### src/rtl/i2c_tgt_pkg.sv
package i2c_tgt_pkg;
  localparam int BYTE_W = 8;
  localparam int PTR_W  = 8;

  typedef enum logic [3:0] {
    ST_IDLE,
    ST_ADDR,
    ST_ADDR_ACK,
    ST_PTR,
    ST_PTR_ACK,
    ST_WR,
    ST_WR_ACK,
    ST_RD,
    ST_RD_MACK
  } tgt_state_e;

  // pointer lies in the core-backed range
  function automatic logic ptr_in_core(input logic [PTR_W-1:0] p,
                                       input logic [PTR_W-1:0] last_rw);
    return p <= last_rw;
  endfunction

  // pointer names one of the built-in identification words
  function automatic logic ptr_in_id(input logic [PTR_W-1:0] p,
                                     input logic [PTR_W-1:0] id_base,
                                     input int num_id);
    logic hit;
    hit = 1'b0;
    for (int k = 0; k < num_id; k++)
      if (p == id_base + PTR_W'(k)) hit = 1'b1;
    return hit;
  endfunction
endpackage

### src/rtl/i2c_line_events.sv
module i2c_line_events (
  input  logic clk,
  input  logic rst_n,
  input  logic scl_i,
  input  logic sda_i,
  output logic scl_rise,
  output logic scl_fall,
  output logic start_det,
  output logic stop_det
);
  logic scl_q, sda_q;

  always_ff @(posedge clk or negedge rst_n) begin
    if (!rst_n) begin
      scl_q <= 1'b1;
      sda_q <= 1'b1;
    end else begin
      scl_q <= scl_i;
      sda_q <= sda_i;
    end
  end

  assign scl_rise  = scl_i & ~scl_q;
  assign scl_fall  = ~scl_i & scl_q;
  // SDA moving while SCL stays high marks a bus condition
  assign start_det = scl_i & scl_q & sda_q & ~sda_i;
  assign stop_det  = scl_i & scl_q & ~sda_q & sda_i;
endmodule

### src/rtl/i2c_rsp_select.sv
module i2c_rsp_select
  import i2c_tgt_pkg::*;
#(
  parameter int                       DATA_W  = 16,
  parameter logic [PTR_W-1:0]         LAST_RW = 8'h14,
  parameter logic [PTR_W-1:0]         ID_BASE = 8'hFE,
  parameter int                       NUM_ID  = 2,
  parameter logic [NUM_ID*DATA_W-1:0] ID_VALS = {16'h5449, 16'h1004}
) (
  input  logic [PTR_W-1:0]  ptr,
  input  logic [DATA_W-1:0] core_word,
  output logic              sel_core,
  output logic              sel_ro,
  output logic [DATA_W-1:0] rd_word
);
  logic [DATA_W-1:0] id_word;

  // identification words, first listed value sits at ID_BASE
  always_comb begin
    id_word = '0;
    for (int k = 0; k < NUM_ID; k++)
      if (ptr == ID_BASE + PTR_W'(k))
        id_word = ID_VALS[(NUM_ID-1-k)*DATA_W +: DATA_W];
  end

  assign sel_core = ptr_in_core(ptr, LAST_RW);
  assign sel_ro   = ptr_in_id(ptr, ID_BASE, NUM_ID);
  assign rd_word  = sel_core ? core_word : id_word;
endmodule

### src/rtl/i2c_tgt_ctrl.sv
module i2c_tgt_ctrl
  import i2c_tgt_pkg::*;
#(
  parameter int               DATA_W   = 16,
  parameter logic [6:0]       TGT_ADDR = 7'b1010000,
  parameter logic [PTR_W-1:0] LAST_RW  = 8'h14,
  parameter logic [PTR_W-1:0] ID_BASE  = 8'hFE,
  parameter int               NUM_ID   = 2
) (
  input  logic              clk,
  input  logic              rst_n,
  input  logic              scl_i,
  input  logic              sda_i,
  input  logic              scl_rise,
  input  logic              scl_fall,
  input  logic              start_det,
  input  logic              stop_det,
  input  logic              cur_core,
  input  logic              cur_ro,
  input  logic [DATA_W-1:0] rd_word,
  output logic              sda_oe,
  output logic [PTR_W-1:0]  ptr_q,
  output logic [DATA_W-1:0] wbuf_q,
  output logic              we_q,
  output logic              re_q
);
  localparam int NBYTE = DATA_W / BYTE_W;
  localparam int BCW   = $clog2(BYTE_W + 1);
  localparam int BIW   = (NBYTE > 1) ? $clog2(NBYTE) : 1;
  localparam logic [BCW-1:0] BITS_FULL = BCW'(BYTE_W);
  localparam logic [BIW-1:0] LAST_BYTE = BIW'(NBYTE - 1);

  tgt_state_e        state_q;
  logic [BCW-1:0]    bit_cnt;
  logic [BYTE_W-1:0] sh_q;
  logic [BIW-1:0]    byte_idx;
  logic [DATA_W-1:0] tx_q;
  logic              ack_drv, rnw_q, mack_q;
  logic              byte_end;

  assign byte_end = scl_fall && (bit_cnt == BITS_FULL);

  always_ff @(posedge clk or negedge rst_n) begin
    if (!rst_n) begin
      state_q  <= ST_IDLE;
      bit_cnt  <= '0;
      sh_q     <= '0;
      ptr_q    <= '0;
      byte_idx <= '0;
      wbuf_q   <= '0;
      tx_q     <= '0;
      ack_drv  <= 1'b0;
      rnw_q    <= 1'b0;
      mack_q   <= 1'b0;
      we_q     <= 1'b0;
      re_q     <= 1'b0;
    end else begin
      we_q <= 1'b0;
      re_q <= 1'b0;
      if (start_det) begin
        // start and repeated start both restart address matching
        state_q  <= ST_ADDR;
        bit_cnt  <= '0;
        byte_idx <= '0;
        ack_drv  <= 1'b0;
      end else if (stop_det) begin
        state_q  <= ST_IDLE;
        byte_idx <= '0;
        ack_drv  <= 1'b0;
      end else begin
        unique case (state_q)
          ST_ADDR, ST_PTR, ST_WR: begin
            if (scl_rise) begin
              sh_q    <= {sh_q[BYTE_W-2:0], sda_i};
              bit_cnt <= bit_cnt + 1'b1;
            end else if (byte_end) begin
              bit_cnt <= '0;
              if (state_q == ST_ADDR) begin
                if (sh_q[7:1] == TGT_ADDR) begin
                  rnw_q   <= sh_q[0];
                  ack_drv <= 1'b1;
                  state_q <= ST_ADDR_ACK;
                end else begin
                  state_q <= ST_IDLE;
                end
              end else if (state_q == ST_PTR) begin
                if (ptr_in_core(sh_q, LAST_RW) || ptr_in_id(sh_q, ID_BASE, NUM_ID)) begin
                  ptr_q   <= sh_q;
                  ack_drv <= 1'b1;
                  state_q <= ST_PTR_ACK;
                end else begin
                  state_q <= ST_IDLE;
                end
              end else begin
                state_q <= ST_WR_ACK;
                ack_drv <= !cur_ro;
                wbuf_q  <= {wbuf_q[DATA_W-BYTE_W-1:0], sh_q};
                if (byte_idx == LAST_BYTE) begin
                  byte_idx <= '0;
                  we_q     <= !cur_ro;
                end else begin
                  byte_idx <= byte_idx + 1'b1;
                end
              end
            end
          end
          ST_ADDR_ACK: begin
            if (scl_fall) begin
              ack_drv <= 1'b0;
              if (rnw_q) begin
                tx_q     <= rd_word;
                re_q     <= cur_core;
                byte_idx <= '0;
                state_q  <= ST_RD;
              end else begin
                state_q <= ST_PTR;
              end
            end
          end
          ST_PTR_ACK: begin
            if (scl_fall) begin
              ack_drv  <= 1'b0;
              byte_idx <= '0;
              state_q  <= ST_WR;
            end
          end
          ST_WR_ACK: begin
            if (scl_fall) begin
              ack_drv <= 1'b0;
              state_q <= ST_WR;
            end
          end
          ST_RD: begin
            if (scl_rise) begin
              bit_cnt <= bit_cnt + 1'b1;
            end else if (scl_fall) begin
              tx_q <= tx_q << 1;
              if (bit_cnt == BITS_FULL) begin
                bit_cnt <= '0;
                state_q <= ST_RD_MACK;
              end
            end
          end
          ST_RD_MACK: begin
            if (scl_rise) begin
              mack_q <= !sda_i;
            end else if (scl_fall) begin
              if (mack_q) begin
                state_q <= ST_RD;
                if (byte_idx == LAST_BYTE) begin
                  // no auto-increment: the same word is fetched again
                  byte_idx <= '0;
                  tx_q     <= rd_word;
                  re_q     <= cur_core;
                end else begin
                  byte_idx <= byte_idx + 1'b1;
                end
              end else begin
                state_q <= ST_IDLE;
              end
            end
          end
          default: ;
        endcase
      end
    end
  end

  assign sda_oe = ack_drv | ((state_q == ST_RD) & ~tx_q[DATA_W-1]);

  p_drive_on_low_r11: assert property (@(posedge clk) disable iff (!rst_n)
    $rose(sda_oe) |-> !scl_i);

  p_ptr_only_in_ptr_phase_r3: assert property (@(posedge clk) disable iff (!rst_n)
    !$stable(ptr_q) |-> $past(state_q) == ST_PTR);

  p_we_single_pulse_r4: assert property (@(posedge clk) disable iff (!rst_n)
    we_q |=> !we_q);
endmodule

### src/rtl/i2c_ptr_target.sv
module i2c_ptr_target
  import i2c_tgt_pkg::*;
#(
  parameter int                       DATA_W   = 16,
  parameter logic [6:0]               TGT_ADDR = 7'b1010000,
  parameter logic [PTR_W-1:0]         LAST_RW  = 8'h14,
  parameter logic [PTR_W-1:0]         ID_BASE  = 8'hFE,
  parameter int                       NUM_ID   = 2,
  parameter logic [NUM_ID*DATA_W-1:0] ID_VALS  = {16'h5449, 16'h1004}
) (
  input  logic              clk,
  input  logic              rst_n,
  input  logic              scl_i,
  input  logic              sda_i,
  output logic              sda_oe,
  output logic [PTR_W-1:0]  reg_addr,
  output logic [DATA_W-1:0] reg_wdata,
  output logic              reg_we,
  output logic              reg_re,
  input  logic [DATA_W-1:0] reg_rdata
);
  logic scl_rise, scl_fall, start_det, stop_det;
  logic cur_core, cur_ro;
  logic [DATA_W-1:0] rd_word;

  i2c_line_events u_events (
    .clk       (clk),
    .rst_n     (rst_n),
    .scl_i     (scl_i),
    .sda_i     (sda_i),
    .scl_rise  (scl_rise),
    .scl_fall  (scl_fall),
    .start_det (start_det),
    .stop_det  (stop_det)
  );

  i2c_rsp_select #(
    .DATA_W  (DATA_W),
    .LAST_RW (LAST_RW),
    .ID_BASE (ID_BASE),
    .NUM_ID  (NUM_ID),
    .ID_VALS (ID_VALS)
  ) u_rsp (
    .ptr       (reg_addr),
    .core_word (reg_rdata),
    .sel_core  (cur_core),
    .sel_ro    (cur_ro),
    .rd_word   (rd_word)
  );

  i2c_tgt_ctrl #(
    .DATA_W   (DATA_W),
    .TGT_ADDR (TGT_ADDR),
    .LAST_RW  (LAST_RW),
    .ID_BASE  (ID_BASE),
    .NUM_ID   (NUM_ID)
  ) u_ctrl (
    .clk       (clk),
    .rst_n     (rst_n),
    .scl_i     (scl_i),
    .sda_i     (sda_i),
    .scl_rise  (scl_rise),
    .scl_fall  (scl_fall),
    .start_det (start_det),
    .stop_det  (stop_det),
    .cur_core  (cur_core),
    .cur_ro    (cur_ro),
    .rd_word   (rd_word),
    .sda_oe    (sda_oe),
    .ptr_q     (reg_addr),
    .wbuf_q    (reg_wdata),
    .we_q      (reg_we),
    .re_q      (reg_re)
  );

  p_re_core_only_r8: assert property (@(posedge clk) disable iff (!rst_n)
    reg_re |-> reg_addr <= LAST_RW);

  p_we_not_readonly_r6: assert property (@(posedge clk) disable iff (!rst_n)
    reg_we |-> reg_addr <= LAST_RW);
endmodule

### config.mk
export PLATFORM = sky130hd
export DESIGN_NAME = i2c_ptr_target
export DESIGN_NICKNAME = d
export VERILOG_FILES = /design/src/rtl/i2c_tgt_pkg.sv /design/src/rtl/i2c_line_events.sv /design/src/rtl/i2c_rsp_select.sv /design/src/rtl/i2c_tgt_ctrl.sv /design/src/rtl/i2c_ptr_target.sv
export SDC_FILE = /design/constraint.sdc
export NUM_CORES = 1
export LEC_CHECK = 0
export BUFFER_PORTS_ARGS = -buffer_cell sky130_fd_sc_hd__buf_2
export CORE_MARGIN = 10
export CORE_UTILIZATION = 30
export DETAILED_ROUTE_END_ITERATION = 16
export GPL_TIMING_DRIVEN = 0
export SYNTH_ARGS = -nofsm -noshare
export SYNTH_HDL_FRONTEND = slang
export SYNTH_SLANG_ARGS = --single-unit
### constraint.sdc
create_clock -name clk -period 5.5 [get_ports clk]
set_clock_uncertainty 0.15 [all_clocks]
set_input_delay 0.55 -clock clk [delete_from_list [all_inputs] [get_ports clk]]
set_output_delay 0.55 -clock clk [all_outputs]
set_load 0.01 [all_outputs]
==> flow_summary.rst <==
.. list-table::
   :header-rows: 1

   * - Metric
     - Value
   * - Quantity of gates resized following cts
     - 0
   * - Power per cell area
     - 437.2 nW/um^2
   * - Standard cell with the maximum stage delay on the critical path
     - sky130_fd_sc_hd__nor3_2
   * - Die boundary width
     - 124.5 um
   * - Proportion of layout cells with a drive suffix above 1
     - 27.40%
   * - Vias after detailed routing
     - 2,601
   * - Post-CTS Setup Repair Bufs
     - 0
   * - Post-Route M1 WL
     - 3758 um
   * - Delay contributed by the slowest stage of the critical path
     - between 0.5 and 0.6 ns
   * - Cell area after layout
     - 3880 um^2
   * - Post-Place Worst Slack
     - 2.375 ns
   * - Kind of cell adding the most delay to the critical path
     - simple AND/OR/NAND/NOR gates
   * - Max-slew violation count
     - 0
   * - Average via count per standard cell
     - 5.150
   * - Post-Syn Nets
     - between 300 and 400
   * - Core Util, Final
     - 36.11%
   * - Worst hold slack after final layout
     - between 0.1 and 0.15 ns
   * - Category of the most critical setup path
     - reg2reg
   * - Clock net sink count
     - 64
   * - Critical-path cell list
     - inv_1 > ha_1 > nand2b_1 > nor2_2 > nand2_1 > nor3_2 > buf_4 > mux2_1
   * - Final Hold Violating Endpoints
     - 0
   * - Crit path required time
     - 5.57 ns
   * - Layout-stage area growth over the synthesis result
     - 18.49%
   * - Antenna viol nets, final
     - 0
   * - Routability-driven placement congestion ratio
     - slightly below 0.9
   * - Number of synthesized register bits
     - 64
   * - I/O pin cnt
     - 47
   * - IR Drop Worst-Case VDD
     - 0.0001763 V
   * - Chip Height
     - around 120 um
   * - Setup TNS
     - 0 ns
   * - Post-synthesis cell type count
     - 62
   * - Minimum period implied by the final worst setup slack
     - 2.917 ns
   * - Max Fanout on Critical Path
     - 10
   * - Core region area
     - 10,750 um^2
   * - Placed cells
     - 489
   * - Starting Density
     - roughly 30%
   * - Transition time at the pin with the least slew margin
     - 0.8095 ns
   * - Footprint of the multi-input gates
     - 1587 um^2
   * - Path type of the worst min-delay path
     - in2async
   * - Routed met3 length
     - ~430 um
   * - Maximum Capacitance Violations
     - 0
   * - Clock edge transition at the registers on the reported setup and hold paths
     - 0.07 ns
   * - PortBufs
     - between 40 and 50
   * - Insertion delay to the later sink of the worst-skew pair
     - 0.34 ns
   * - Number of inserted diodes
     - 0
   * - Fraction of the yosys area taken by sequential cells
     - 48.99%
   * - Total area of sequential cells
     - roughly 1600 um^2
   * - DR iter-0 viols
     - between 200 and 250
   * - Sum of net half-perimeters after detailed placement
     - 5598 um
   * - Overall global routing resource usage
     - 10.03%
   * - Router iterations before antenna repair
     - 4
   * - Maximum count of clock buffers along a single path
     - 2
   * - Mapped Avg Cell Area
     - ~11 um^2
   * - Maximum number of pins on one net before global-route repair
     - 65
   * - Wire length of the first global-routing pass
     - 13,170 um
   * - Routed length on met2
     - between 3000 and 4000 um
   * - Level count of the clock H-tree
     - 3
   * - Nature of the critical path startpoint
     - flip-flop
   * - Peak Freq
     - 342.8 MHz
   * - Yosys warns
     - 0
   * - Clock root cell
     - sky130_fd_sc_hd__clkbuf_8
   * - Unrepaired setup endpoints after global routing
     - no
   * - Initial antenna violation count
     - 0
   * - Number of filler cells placed in the layout
     - about 1,100
   * - Hold buffer count at cts
     - 0
   * - Area of the die
     - 15,490 um^2
   * - TritonCTS Buffers
     - 9
   * - Endpoint kind of the worst setup timing path
     - flip-flop
   * - Routed wire length per instance
     - 15.36 um
   * - Crit share post-route
     - between 50% and 60%
   * - Share of synthesized flip-flops with an asynchronous set or reset
     - 100.0%
   * - Leakage dissipation
     - 1.853 nW
   * - Number of design rule violations left after detail routing
     - 0
   * - Total buffers and inverters traversed by the critical path
     - 2
   * - Number of global-route vias before repair
     - 2,586
   * - Worst Setup Slack, final
     - 2.583 ns
   * - TritonCTS clock tree
     - done
   * - Top_reg_cell synth
     - sky130_fd_sc_hd__dfrtp_1
   * - Setup-failing EPs final
     - 0
   * - Worst slew margin relative to its limit
     - a little under half
   * - Total power of the final layout
     - 1.696 mW
   * - Non-filler instance count after layout
     - 505
   * - Netlist area before placement
     - 3274 um^2
   * - GR Overflow Total
     - 0
   * - Signal arrival time at the worst endpoint
     - 2.99 ns
   * - Number of enable flip-flop cells after synthesis
     - 0
   * - Gate count after technology mapping
     - roughly 300
   * - Outcome
     - complete, no violations
   * - Total Wirelength
     - 7757 um
   * - Placed instance area
     - 3682 um^2
   * - Row count
     - 38
   * - Top Layer Used
     - met4
   * - Final-stage net count
     - 385
area by class of cell:
| cell class | count | share of cell area, % |
|---|---|---|
| flip-flops and latches | 64 | 41.34 |
| multi-input cells | 219 | 40.89 |
| repair buffers | 46 | 5.998 |
| well taps | 140 | 4.515 |
| clock buffers | 11 | 3.644 |
| plain buffers | 14 | 1.580 |
| clock inverters | 5 | 1.451 |
| inverters | 6 | 0.5805 |
layer usage:
metal	GRT usage, %	vias up
met2	15.54	94
met3	2.553	8
li1	-	1245
met5	0	-
met1	13.27	1254
met4	3.290	0
layout by cell type (no fill, tap or decap), types with 10 or more instances in the layout:
cell / netlist / final
sky130_fd_sc_hd__dfrtp_1: 62 / 62
sky130_fd_sc_hd__buf_2: 4 / 49
sky130_fd_sc_hd__nand2_1: 29 / 29
sky130_fd_sc_hd__mux2_2: 17 / 17
sky130_fd_sc_hd__nor2_1: 15 / 15
sky130_fd_sc_hd__a21oi_1: 14 / 14
sky130_fd_sc_hd__o21ai_0: 12 / 12
sky130_fd_sc_hd__mux2_1: 12 / 12
sky130_fd_sc_hd__clkbuf_8: 0 / 10
state kept, by name (all words and copies together), names as in the netlist, 4 cells and up:
name / count
u_ctrl.tx_q: 16
u_ctrl.bit_cnt: 4
u_ctrl.sh_q: 8
u_ctrl.state_q: 4
u_ctrl.wbuf_q: 16
u_ctrl.ptr_q: 8
cells in the mapped netlist, drive strengths merged, types with 3 or more instances:
| cell | number | share of area (%) |
|---|---|---|
| a31oi | 3 | 0.57 |
| nor3 | 9 | 1.5 |
| a21oi | 14 | 2.1 |
| a221oi | 3 | 0.80 |
| nand2 | 30 | 3.5 |
| o21a | 4 | 0.92 |
| inv | 6 | 0.69 |
| a221o | 3 | 0.92 |
| o21ai | 20 | 3.1 |
| a22oi | 9 | 2.1 |
| buf | 6 | 0.96 |
| ha | 5 | 1.9 |
| nand2b | 3 | 0.57 |
| nand3 | 5 | 0.76 |
| nand4 | 4 | 0.76 |
| nor2 | 16 | 1.9 |
| or3 | 4 | 0.76 |
| o31ai | 7 | 1.6 |
| nor2b | 6 | 1.1 |
| dfrtp | 62 | 47 |
| and3 | 3 | 0.57 |
| clkbuf | 8 | 0.92 |
| mux2 | 37 | 14 |
power breakdown:
group / internal [mW] / switching [mW] / leakage [nW]
clock: 0.221 / 0.182 / 0.0993
sequential: 0.575 / 0.0979 / 0.854
combinational: 0.256 / 0.364 / 0.899
total: 1.05 / 0.644 / 1.85
logic make-up (layout without fill, tap and decap cells):
| family | count (synthesis) | in the layout | synth area share (%) |
|---|---|---|---|
| xor+xnor | 2 | 2 | 0.5351 |
| flops | 64 | 64 | 48.99 |
| buf+inv | 20 | 82 | 2.560 |
| simple gates | 93 | 93 | 15.28 |
| fa+ha+maj | 5 | 5 | 1.911 |
| compound gates | 81 | 81 | 16.78 |
| mux | 38 | 38 | 13.95 |
path summary, 6_finish.rpt:
| kind | cells after the start | end | from | slack, ns |
|---|---|---|---|---|
| max | 8 | u_ctrl.wbuf_q[7] | u_events.scl_q | 2.58 |
| min | 1 | u_ctrl.tx_q[13] | rst_n | 0.13 |
| max reg2reg | 8 | u_ctrl.wbuf_q[7] | u_events.scl_q | 2.58 |
| min reg2reg | 2 | u_ctrl.tx_q[14] | u_ctrl.tx_q[14] | 0.33 |
| max in group asynchronous | 1 | u_ctrl.state_q[0] | rst_n | 4.52 |
| min in group clk | 1 | u_events.scl_q | scl_i | 0.19 |
Note: power is estimated with default switching activity, not from simulation.
